<file path="config.mk">
export PLATFORM = sky130hd
export DESIGN_NAME = pulse_chan_seq
export DESIGN_NICKNAME = d
export VERILOG_FILES = /design/src/rtl/pcs_pkg.sv /design/src/rtl/pcs_trig_qual.sv /design/src/rtl/pcs_seq_core.sv /design/src/rtl/pcs_cw_gen.sv /design/src/rtl/pcs_out_stage.sv /design/src/rtl/pulse_chan_seq.sv
export SDC_FILE = /design/constraint.sdc
export NUM_CORES = 1
export LEC_CHECK = 0
export CAP_MARGIN = 30
export CORE_ASPECT_RATIO = 1.1
export CORE_UTILIZATION = 54
export DETAILED_ROUTE_END_ITERATION = 16
export MAX_ROUTING_LAYER = met4
export PLACE_DENSITY = 0.8
export SYNTH_ARGS = -nofsm -noshare
export SYNTH_HDL_FRONTEND = slang
export SYNTH_SLANG_ARGS = --single-unit
export TNS_END_PERCENT = 20
</file>
<file path="constraint.sdc">
create_clock -name clk -period 2.63 [get_ports clk]
set_input_delay 0.789 -clock clk [delete_from_list [all_inputs] [get_ports clk]]
set_output_delay 0.789 -clock clk [all_outputs]
set_load 0.02 [all_outputs]
</file>
<file path="src/rtl/pcs_pkg.sv">
package pcs_pkg;

   typedef enum logic [1:0] {
      ST_IDLE  = 2'd0,
      ST_DELAY = 2'd1,
      ST_PLAY  = 2'd2
   } seq_state_e;

   typedef struct packed {
      logic hi;
      logic lo;
      logic rtz;
   } sw_t;

   localparam sw_t SW_OFF = '{hi: 1'b0, lo: 1'b0, rtz: 1'b0};
   localparam sw_t SW_RTZ = '{hi: 1'b0, lo: 1'b0, rtz: 1'b1};
   localparam sw_t SW_HI  = '{hi: 1'b1, lo: 1'b0, rtz: 1'b0};
   localparam sw_t SW_LO  = '{hi: 1'b0, lo: 1'b1, rtz: 1'b0};

   // Map one P/N bit pair onto switch enables.
   function automatic sw_t pair_to_sw(input logic p, input logic n, input logic inv);
      sw_t s;
      if (!p && !n)        s = SW_RTZ;
      else if (p && n)     s = SW_OFF;
      else if (p ^ inv)    s = SW_HI;
      else                 s = SW_LO;
      return s;
   endfunction

endpackage

</file>
<file path="src/rtl/pcs_trig_qual.sv">
module pcs_trig_qual #(
   parameter int MIN_HIGH = 2
) (
   input  logic clk,
   input  logic rst_n,
   input  logic trig_i,
   output logic start_o
);
   localparam int CNT_W = $clog2(MIN_HIGH + 1);
   localparam logic [CNT_W-1:0] CNT_SAT = CNT_W'(MIN_HIGH);

   generate
      if (MIN_HIGH < 1) begin : g_bad_min
         $error("pcs_trig_qual: MIN_HIGH must be at least 1");
      end
   endgenerate

   logic             trig_q;
   logic [CNT_W-1:0] hi_cnt;

   always_ff @(posedge clk or negedge rst_n) begin
      if (!rst_n) begin
         trig_q <= 1'b0;
         hi_cnt <= '0;
      end else begin
         trig_q <= trig_i;
         if (!trig_q)
            hi_cnt <= '0;
         else if (hi_cnt != CNT_SAT)
            hi_cnt <= hi_cnt + 1'b1;
      end
   end

   assign start_o = !trig_q && (hi_cnt == CNT_SAT);

   a_r3_two_highs_before_start: assert property (@(posedge clk) disable iff (!rst_n)
      start_o |-> ($past(trig_q) && $past(trig_q, 2)));

endmodule

</file>
<file path="src/rtl/pcs_seq_core.sv">
module pcs_seq_core
   import pcs_pkg::*;
#(
   parameter int DLY_W = 10,
   parameter int DIV_W = 6,
   parameter int PAT_W = 32
) (
   input  logic             clk,
   input  logic             rst_n,
   input  logic             run_en_i,
   input  logic             start_i,
   input  logic [DLY_W-1:0] dly_code_i,
   input  logic [DIV_W-1:0] div_code_i,
   input  logic             wide_i,
   input  logic [PAT_W-1:0] pat_p_i,
   input  logic [PAT_W-1:0] pat_n_i,
   output logic             play_o,
   output logic             bit_p_o,
   output logic             bit_n_o
);
   localparam int IDX_W = $clog2(PAT_W);
   localparam int DVC_W = DIV_W + 1;
   localparam logic [IDX_W-1:0] LAST_WIDE   = IDX_W'(PAT_W - 1);
   localparam logic [IDX_W-1:0] LAST_NARROW = IDX_W'(PAT_W / 2 - 1);

   generate
      if (PAT_W < 4 || (PAT_W % 2) != 0) begin : g_bad_pat
         $error("pcs_seq_core: PAT_W must be even and at least 4");
      end
      if (DLY_W < 2 || DIV_W < 1) begin : g_bad_cnt
         $error("pcs_seq_core: counter widths too small");
      end
   endgenerate

   seq_state_e       st;
   logic [DLY_W-1:0] dly_cnt;
   logic [DVC_W-1:0] div_snap;
   logic [DVC_W-1:0] div_cnt;
   logic [IDX_W-1:0] bit_idx;
   logic             wide_snap;
   logic [PAT_W-1:0] p_snap;
   logic [PAT_W-1:0] n_snap;
   logic [DLY_W-1:0] dly_snap;

   logic             code_off;
   logic [IDX_W-1:0] last_idx;
   logic             slot_end;

   assign code_off = &dly_code_i;
   assign last_idx = wide_snap ? LAST_WIDE : LAST_NARROW;
   assign slot_end = (div_cnt == div_snap - 1'b1);

   always_ff @(posedge clk or negedge rst_n) begin
      if (!rst_n) begin
         st        <= ST_IDLE;
         dly_cnt   <= '0;
         div_snap  <= DVC_W'(1);
         div_cnt   <= '0;
         bit_idx   <= '0;
         wide_snap <= 1'b0;
         p_snap    <= '0;
         n_snap    <= '0;
         dly_snap  <= '0;
      end else if (!run_en_i) begin
         st <= ST_IDLE;
      end else begin
         unique case (st)
            ST_IDLE: begin
               if (start_i && !code_off) begin
                  st        <= ST_DELAY;
                  dly_cnt   <= ~dly_code_i;
                  dly_snap  <= dly_code_i;
                  div_snap  <= {1'b0, ~div_code_i} + DVC_W'(1);
                  wide_snap <= wide_i;
                  p_snap    <= pat_p_i;
                  n_snap    <= pat_n_i;
               end
            end
            ST_DELAY: begin
               if (dly_cnt == DLY_W'(1)) begin
                  st      <= ST_PLAY;
                  bit_idx <= '0;
                  div_cnt <= '0;
               end else begin
                  dly_cnt <= dly_cnt - 1'b1;
               end
            end
            ST_PLAY: begin
               if (slot_end) begin
                  div_cnt <= '0;
                  if (bit_idx == last_idx)
                     st <= ST_IDLE;
                  else
                     bit_idx <= bit_idx + 1'b1;
               end else begin
                  div_cnt <= div_cnt + 1'b1;
               end
            end
            default: st <= ST_IDLE;
         endcase
      end
   end

   assign play_o  = (st == ST_PLAY);
   assign bit_p_o = p_snap[bit_idx];
   assign bit_n_o = n_snap[bit_idx];

   a_r2_disabled_code_never_counts: assert property (@(posedge clk) disable iff (!rst_n)
      (st == ST_DELAY) |-> !(&dly_snap));

   a_r1_play_only_after_delay: assert property (@(posedge clk) disable iff (!rst_n)
      $rose(play_o) |-> ($past(st) == ST_DELAY));

   a_r5_index_in_range: assert property (@(posedge clk) disable iff (!rst_n)
      play_o |-> (bit_idx <= last_idx));

   a_r4_slot_counter_bounded: assert property (@(posedge clk) disable iff (!rst_n)
      play_o |-> (div_cnt < div_snap));

   a_r9_abort_on_disable: assert property (@(posedge clk) disable iff (!rst_n)
      !run_en_i |=> (st == ST_IDLE));

endmodule

</file>
<file path="src/rtl/pcs_cw_gen.sv">
module pcs_cw_gen #(
   parameter int DIV_W = 6
) (
   input  logic             clk,
   input  logic             rst_n,
   input  logic             run_i,
   input  logic [DIV_W-1:0] div_code_i,
   output logic             phase_o
);
   localparam int DVC_W = DIV_W + 1;

   logic [DVC_W-1:0] cnt;
   logic [DVC_W-1:0] divisor;

   assign divisor = {1'b0, ~div_code_i} + DVC_W'(1);

   always_ff @(posedge clk or negedge rst_n) begin
      if (!rst_n) begin
         cnt     <= '0;
         phase_o <= 1'b0;
      end else if (!run_i) begin
         cnt     <= '0;
         phase_o <= 1'b0;
      end else if (cnt >= divisor - 1'b1) begin
         cnt     <= '0;
         phase_o <= !phase_o;
      end else begin
         cnt <= cnt + 1'b1;
      end
   end

   a_r8_count_below_divisor: assert property (@(posedge clk) disable iff (!rst_n)
      (run_i && $past(run_i) && $stable(div_code_i)) |-> (cnt < divisor));

endmodule

</file>
<file path="src/rtl/pcs_out_stage.sv">
module pcs_out_stage
   import pcs_pkg::*;
#(
   parameter int STAGES = 2
) (
   input  logic clk,
   input  logic rst_n,
   input  sw_t  d_i,
   output sw_t  q_o
);
   generate
      if (STAGES < 1) begin : g_bad_stages
         $error("pcs_out_stage: STAGES must be at least 1");
      end
   endgenerate

   sw_t pipe [STAGES+1];

   assign pipe[0] = d_i;

   for (genvar g = 0; g < STAGES; g++) begin : g_pipe
      always_ff @(posedge clk or negedge rst_n) begin
         if (!rst_n) pipe[g+1] <= SW_OFF;
         else        pipe[g+1] <= pipe[g];
      end
   end

   assign q_o = pipe[STAGES];

   a_r11_stage_exclusive: assert property (@(posedge clk) disable iff (!rst_n)
      $onehot0(q_o));

endmodule

</file>
<file path="src/rtl/pulse_chan_seq.sv">
module pulse_chan_seq
   import pcs_pkg::*;
#(
   parameter int DLY_W      = 10,
   parameter int DIV_W      = 6,
   parameter int PAT_W      = 32,
   parameter int MIN_HIGH   = 2,
   parameter int OUT_STAGES = 2
) (
   input  logic             clk,
   input  logic             rst_n,
   input  logic             trig_i,
   input  logic             en_i,
   input  logic             inv_i,
   input  logic             cw_i,
   input  logic [DLY_W-1:0] dly_code_i,
   input  logic [DIV_W-1:0] div_code_i,
   input  logic             wide_i,
   input  logic [PAT_W-1:0] pat_p_i,
   input  logic [PAT_W-1:0] pat_n_i,
   output logic             hi_on_o,
   output logic             lo_on_o,
   output logic             rtz_on_o
);
   logic start;
   logic seq_run;
   logic play;
   logic bit_p;
   logic bit_n;
   logic cw_phase;
   logic chan_off;
   sw_t  seq_sw;
   sw_t  cw_sw;
   sw_t  pre_sw;
   sw_t  out_sw;

   assign seq_run  = en_i && !cw_i;
   assign chan_off = &dly_code_i;

   pcs_trig_qual #(.MIN_HIGH(MIN_HIGH)) u_trig (
      .clk     (clk),
      .rst_n   (rst_n),
      .trig_i  (trig_i),
      .start_o (start)
   );

   pcs_seq_core #(.DLY_W(DLY_W), .DIV_W(DIV_W), .PAT_W(PAT_W)) u_core (
      .clk        (clk),
      .rst_n      (rst_n),
      .run_en_i   (seq_run),
      .start_i    (start),
      .dly_code_i (dly_code_i),
      .div_code_i (div_code_i),
      .wide_i     (wide_i),
      .pat_p_i    (pat_p_i),
      .pat_n_i    (pat_n_i),
      .play_o     (play),
      .bit_p_o    (bit_p),
      .bit_n_o    (bit_n)
   );

   pcs_cw_gen #(.DIV_W(DIV_W)) u_cw (
      .clk        (clk),
      .rst_n      (rst_n),
      .run_i      (en_i && cw_i),
      .div_code_i (div_code_i),
      .phase_o    (cw_phase)
   );

   always_comb begin
      seq_sw = play ? pair_to_sw(bit_p, bit_n, inv_i) : SW_RTZ;
      if (chan_off)      cw_sw = SW_OFF;
      else if (cw_phase) cw_sw = SW_LO;
      else               cw_sw = SW_HI;
      pre_sw = cw_i ? cw_sw : seq_sw;
   end

   pcs_out_stage #(.STAGES(OUT_STAGES)) u_out (
      .clk   (clk),
      .rst_n (rst_n),
      .d_i   (pre_sw),
      .q_o   (out_sw)
   );

   assign hi_on_o  = out_sw.hi  && en_i;
   assign lo_on_o  = out_sw.lo  && en_i;
   assign rtz_on_o = out_sw.rtz && en_i;

   a_r11_single_switch: assert property (@(posedge clk) disable iff (!rst_n)
      $onehot0({hi_on_o, lo_on_o, rtz_on_o}));

   a_r9_off_when_disabled: assert property (@(posedge clk) disable iff (!rst_n)
      !en_i |-> ({hi_on_o, lo_on_o, rtz_on_o} == 3'b000));

   a_r8_cw_one_side_on: assert property (@(posedge clk) disable iff (!rst_n)
      (cw_i && en_i && $past(cw_i) && $past(en_i) && $past(cw_i, 2) && $past(en_i, 2)
       && !chan_off && $stable(dly_code_i) && ($past(dly_code_i, 2) == dly_code_i))
      |-> ((hi_on_o ^ lo_on_o) && !rtz_on_o));

endmodule

</file>
==> impl_metrics.json, run 1 <==
{
  "crit_fanout": 4,
  "ant_nets": 0,
  "core_um2": 10400,
  "die_y_um": 111,
  "fp-row-count": 39,
  "avgViaCountPerCell": 5.62,
  "antenna_cells": 0,
  "first_iter_violations": 230,
  "synthDistinctLibCells": 53,
  "clkSinkCount": 113,
  "wl_um": 13700,
  "crit_slowest_cell": "or3_4",
  "syn_area_um2": 5840,
  "dpl.hpwl_um": 9690,
  "final.setup.worst_slack_ps": 34.9,
  "timing.final.crit_share_pct": 98.7,
  "p_total_mw": 6.40,
  "crit_required_ps": 2900,
  "power.density_nw_per_um2": 820,
  "critPathMaxStageDelay_ps": 400,
  "critPathLaunchType": "input pin",
  "numPortBuffers": 89,
  "status": "finished clean",
  "path_cells": "buf_6 > or3_4 > or3_4 > mux2i_1 > xor2_1 > ha_1 > o21a_1 > a21oi_4 > mux2i_1 > o311ai_1",
  "async_flop_share_pct": 100,
  "grt_max_degree": 43,
  "end_kind": "flop",
  "ir_drop_uv": 722,
  "synthCells": 519,
  "dr.pass1.iters": 4,
  "slew_headroom_pct": 51.8,
  "synth_nets": 621,
  "fin_crit_ps": 2600,
  "dieArea_um2": 11200,
  "track_usage_pct": 27.1,
  "cts_root_buf": "clkbuf_16",
  "cts_tree": "yes",
  "cts_max_path_buffers": 2,
  "setup_viol": 0,
  "vias": 4487,
  "gr-total-overflow": 0,
  "grt_pass1_vias": 4764,
  "fmax_ghz": 0.385,
  "worstMarginPinSlew_ps": 722,
  "post_drt_wl_per_cell_um": 17.2,
  "rsz0062_at_grt": "true",
  "htree_levels": 4,
  "ctsHoldBuffers": 0,
  "clock_latency_ps": 400,
  "yosys_warnings": 0,
  "synth-seq-cells": 113,
  "num-fill-cells": 718,
  "critPathKind": "in -> reg",
  "p_leak_nw": 3.45,
  "start_util_pct": 56.0,
  "yosysSeqAreaShare_pct": 48.4,
  "cp.arrival_ps": 2860,
  "drc": 0,
  "place_inst": 769,
  "skew_ps": 14.8,
  "hold_path_class": "reg -> reg",
  "synth_ff_type": "dfrtp_1",
  "maxCapViolations": 0,
  "maxSlewViolCount": 0,
  "cts_buffers": 17,
  "grt_pass1_wl_um": 22600,
  "pre_cts_slack_ps": -801,
  "hold_violations": 0,
  "die_x_um": 101,
  "fin_hold_ws_ps": 346,
  "clk_pin_slew_ps": 50,
  "area.growth.synth_to_final_pct": 33.6,
  "finalNetCount": 748,
  "gp_congestion": 0.878,
  "final_cells": 799,
  "antenna_found_initial": 0,
  "ioPinCount": 90,
  "synth_edf_count": 0,
  "drive_gt1_share_pct": 25.6,
  "fin_util_pct": 74.7,
  "postSynthAreaPerCell_um2": 11.3
}
==> metrics by stage <==
| step | setup TNS (ps) | instance area [µm²] |
|---|---|---|
| after floorplan | -719 | 5880 |
| after global placement | -10450 | 7220 |
| after detailed placement | -11780 | 7220 |
| after CTS | -56.3 | 7770 |
| after global routing | -92.9 | 7800 |
| final | 0 | 7800 |
==> Yosys cell counts (2+ instances only) <==
master    instances  share of area, %
dfrtp_1         112                48
mux2_2           69                13
nand2_1          39               2.5
nor2_1           37               2.4
o21ai_0          23               2.0
a21oi_1          16               1.4
xnor2_1          16               2.4
ha_1             15               3.2
mux2i_1          14               2.4
nor3_1           14               1.2
clkbuf_1         13              0.84
nand2b_1         13               1.4
xor2_1           13               1.9
inv_1            12              0.77
nor2b_1          11               1.2
and2_1            9              0.96
mux4_2            8               3.1
nand3_1           8              0.69
a31oi_1           7              0.75
nand4_1           5              0.54
a211oi_1          4              0.51
buf_1             4              0.26
buf_2             4              0.34
nor3b_1           4              0.51
o221ai_1          4              0.60
o31ai_1           4              0.51
or3_1             4              0.43
a21o_1            3              0.39
nand3b_1          3              0.39
o22a_1            3              0.45
a22oi_1           2              0.26
a41o_1            2              0.34
and3_1            2              0.21
o21a_1            2              0.26
o21bai_1          2              0.26
==> final timing paths <==
kind	cells past startpoint	slack, ps	from	end
setup / recovery	10	30	div_code_i[1]	u_cw.phase_o
hold / removal	0	350	u_out.pipe[3]	u_out.q_o[0]
setup reg to reg	7	180	u_core.div_snap[1]	u_core.bit_idx[2]
hold reg to reg	0	350	u_out.pipe[3]	u_out.q_o[0]
max in group asynchronous	2	1610	rst_n	u_core.p_snap[15]
min in group asynchronous	1	380	rst_n	u_cw.cnt[0]
==> area by class of cell <==
class                      count  area, µm²  area share, %
sequential                   113       2830           36.3
timing repair buffer         129       1250           16.0
clock inverter                 7       62.6          0.802
inverter                      12       45.0          0.577
multi-input combinational    373       2980           38.1
clock buffer                  22        464           5.95
tap                          143        179           2.29
==> layout by cell type, fill, tap and decap left out, types with 3 or more instances in the layout <==
master / synthesis / final
nor3_1: 14 / 14
clkbuf_16: 0 / 17
buf_4: 0 / 36
a31oi_1: 7 / 7
clkdlybuf4s50_1: 0 / 81
buf_12: 0 / 5
nor3b_1: 4 / 4
xor2_1: 13 / 13
nand3b_1: 3 / 3
nor2b_1: 11 / 11
nand3_1: 8 / 8
xnor2_1: 16 / 14
clkbuf_1: 13 / 3
inv_1: 12 / 10
nand2b_1: 13 / 13
mux2i_1: 14 / 14
o22a_1: 3 / 3
clkinv_2: 0 / 5
and2_1: 9 / 9
o21ai_0: 23 / 23
a211oi_1: 4 / 4
o221ai_1: 4 / 4
nor2_1: 37 / 35
a21oi_1: 16 / 15
nand2_1: 39 / 38
a21o_1: 3 / 3
dfrtp_1: 112 / 112
o31ai_1: 4 / 4
ha_1: 15 / 14
mux4_2: 8 / 8
nand4_1: 5 / 5
mux2_2: 69 / 69
or3_4: 1 / 4
==> logic make-up (layout without fill, tap and decap cells) <==
kind of cell	count (synthesis)	count (layout)	synth area share [%]
AOI/OAI and AO/OA	81	81	9.31
xor gates and xnor gates	29	29	4.35
adders and majority gates	15	15	3.21
buffers and inverters	33	170	2.21
DFF	113	113	48.4
muxes	92	92	19.0
and+or+nand+nor	156	156	13.5
==> state kept, by name, indices dropped and copies added (netlist names), 2 cells and up <==
register / cells
u_core.div_cnt: 7
u_out.q_o: 3
u_core.st: 2
u_out.pipe: 3
u_core.p_snap: 32
u_cw.cnt: 7
u_core.dly_cnt: 10
u_trig.hi_cnt: 2
u_core.div_snap: 7
u_core.bit_idx: 5
u_core.n_snap: 32
==> per-layer routing <==
layer / GRT usage (%) / vias to the layer above / part of all wire, % / wire length (µm)
li1: - / 2106 / - / -
met1: 31.5 / 2253 / 41 / 5630
met2: 46.5 / 107 / 54 / 7430
met3: 5.93 / 21 / 3.5 / 484
met4: 8.41 / 0 / 1.3 / 176
met5: - / - / 0 / 0
==> critical path: cells and delay by family <==
kind	cells	cell delay [ps]
AO/OA/AOI/OAI	3	440
XOR/XNOR	1	170
adder cells (fa/ha/maj)	1	240
buffers and inverters	1	90
multiplexers	2	390
AND/OR/NAND/NOR	2	740
==> report_power, final <==
group          total (mW)  internal, mW  switching, mW
registers            2.73          2.33          0.397
logic                1.62         0.941          0.681
clock network        2.04          1.32          0.725
total                6.40          4.60           1.80
==> what timing repair did <==
item                       CTS  global route
resized for setup           21             7
gates cloned                 0             0
pin swaps                    8             9
buffers inserted             1             0
hold endpoints to repair     0             0
setup endpoints to repair   11             9
(Power assumes the default switching activity.)
==> run 2: changes to the inputs <==
Settings changed: ABC_CLOCK_PERIOD_IN_PS set to 2630.
==> results of run 2 <==
The final DEF is identical to that of run 1; final timing and power are the same.
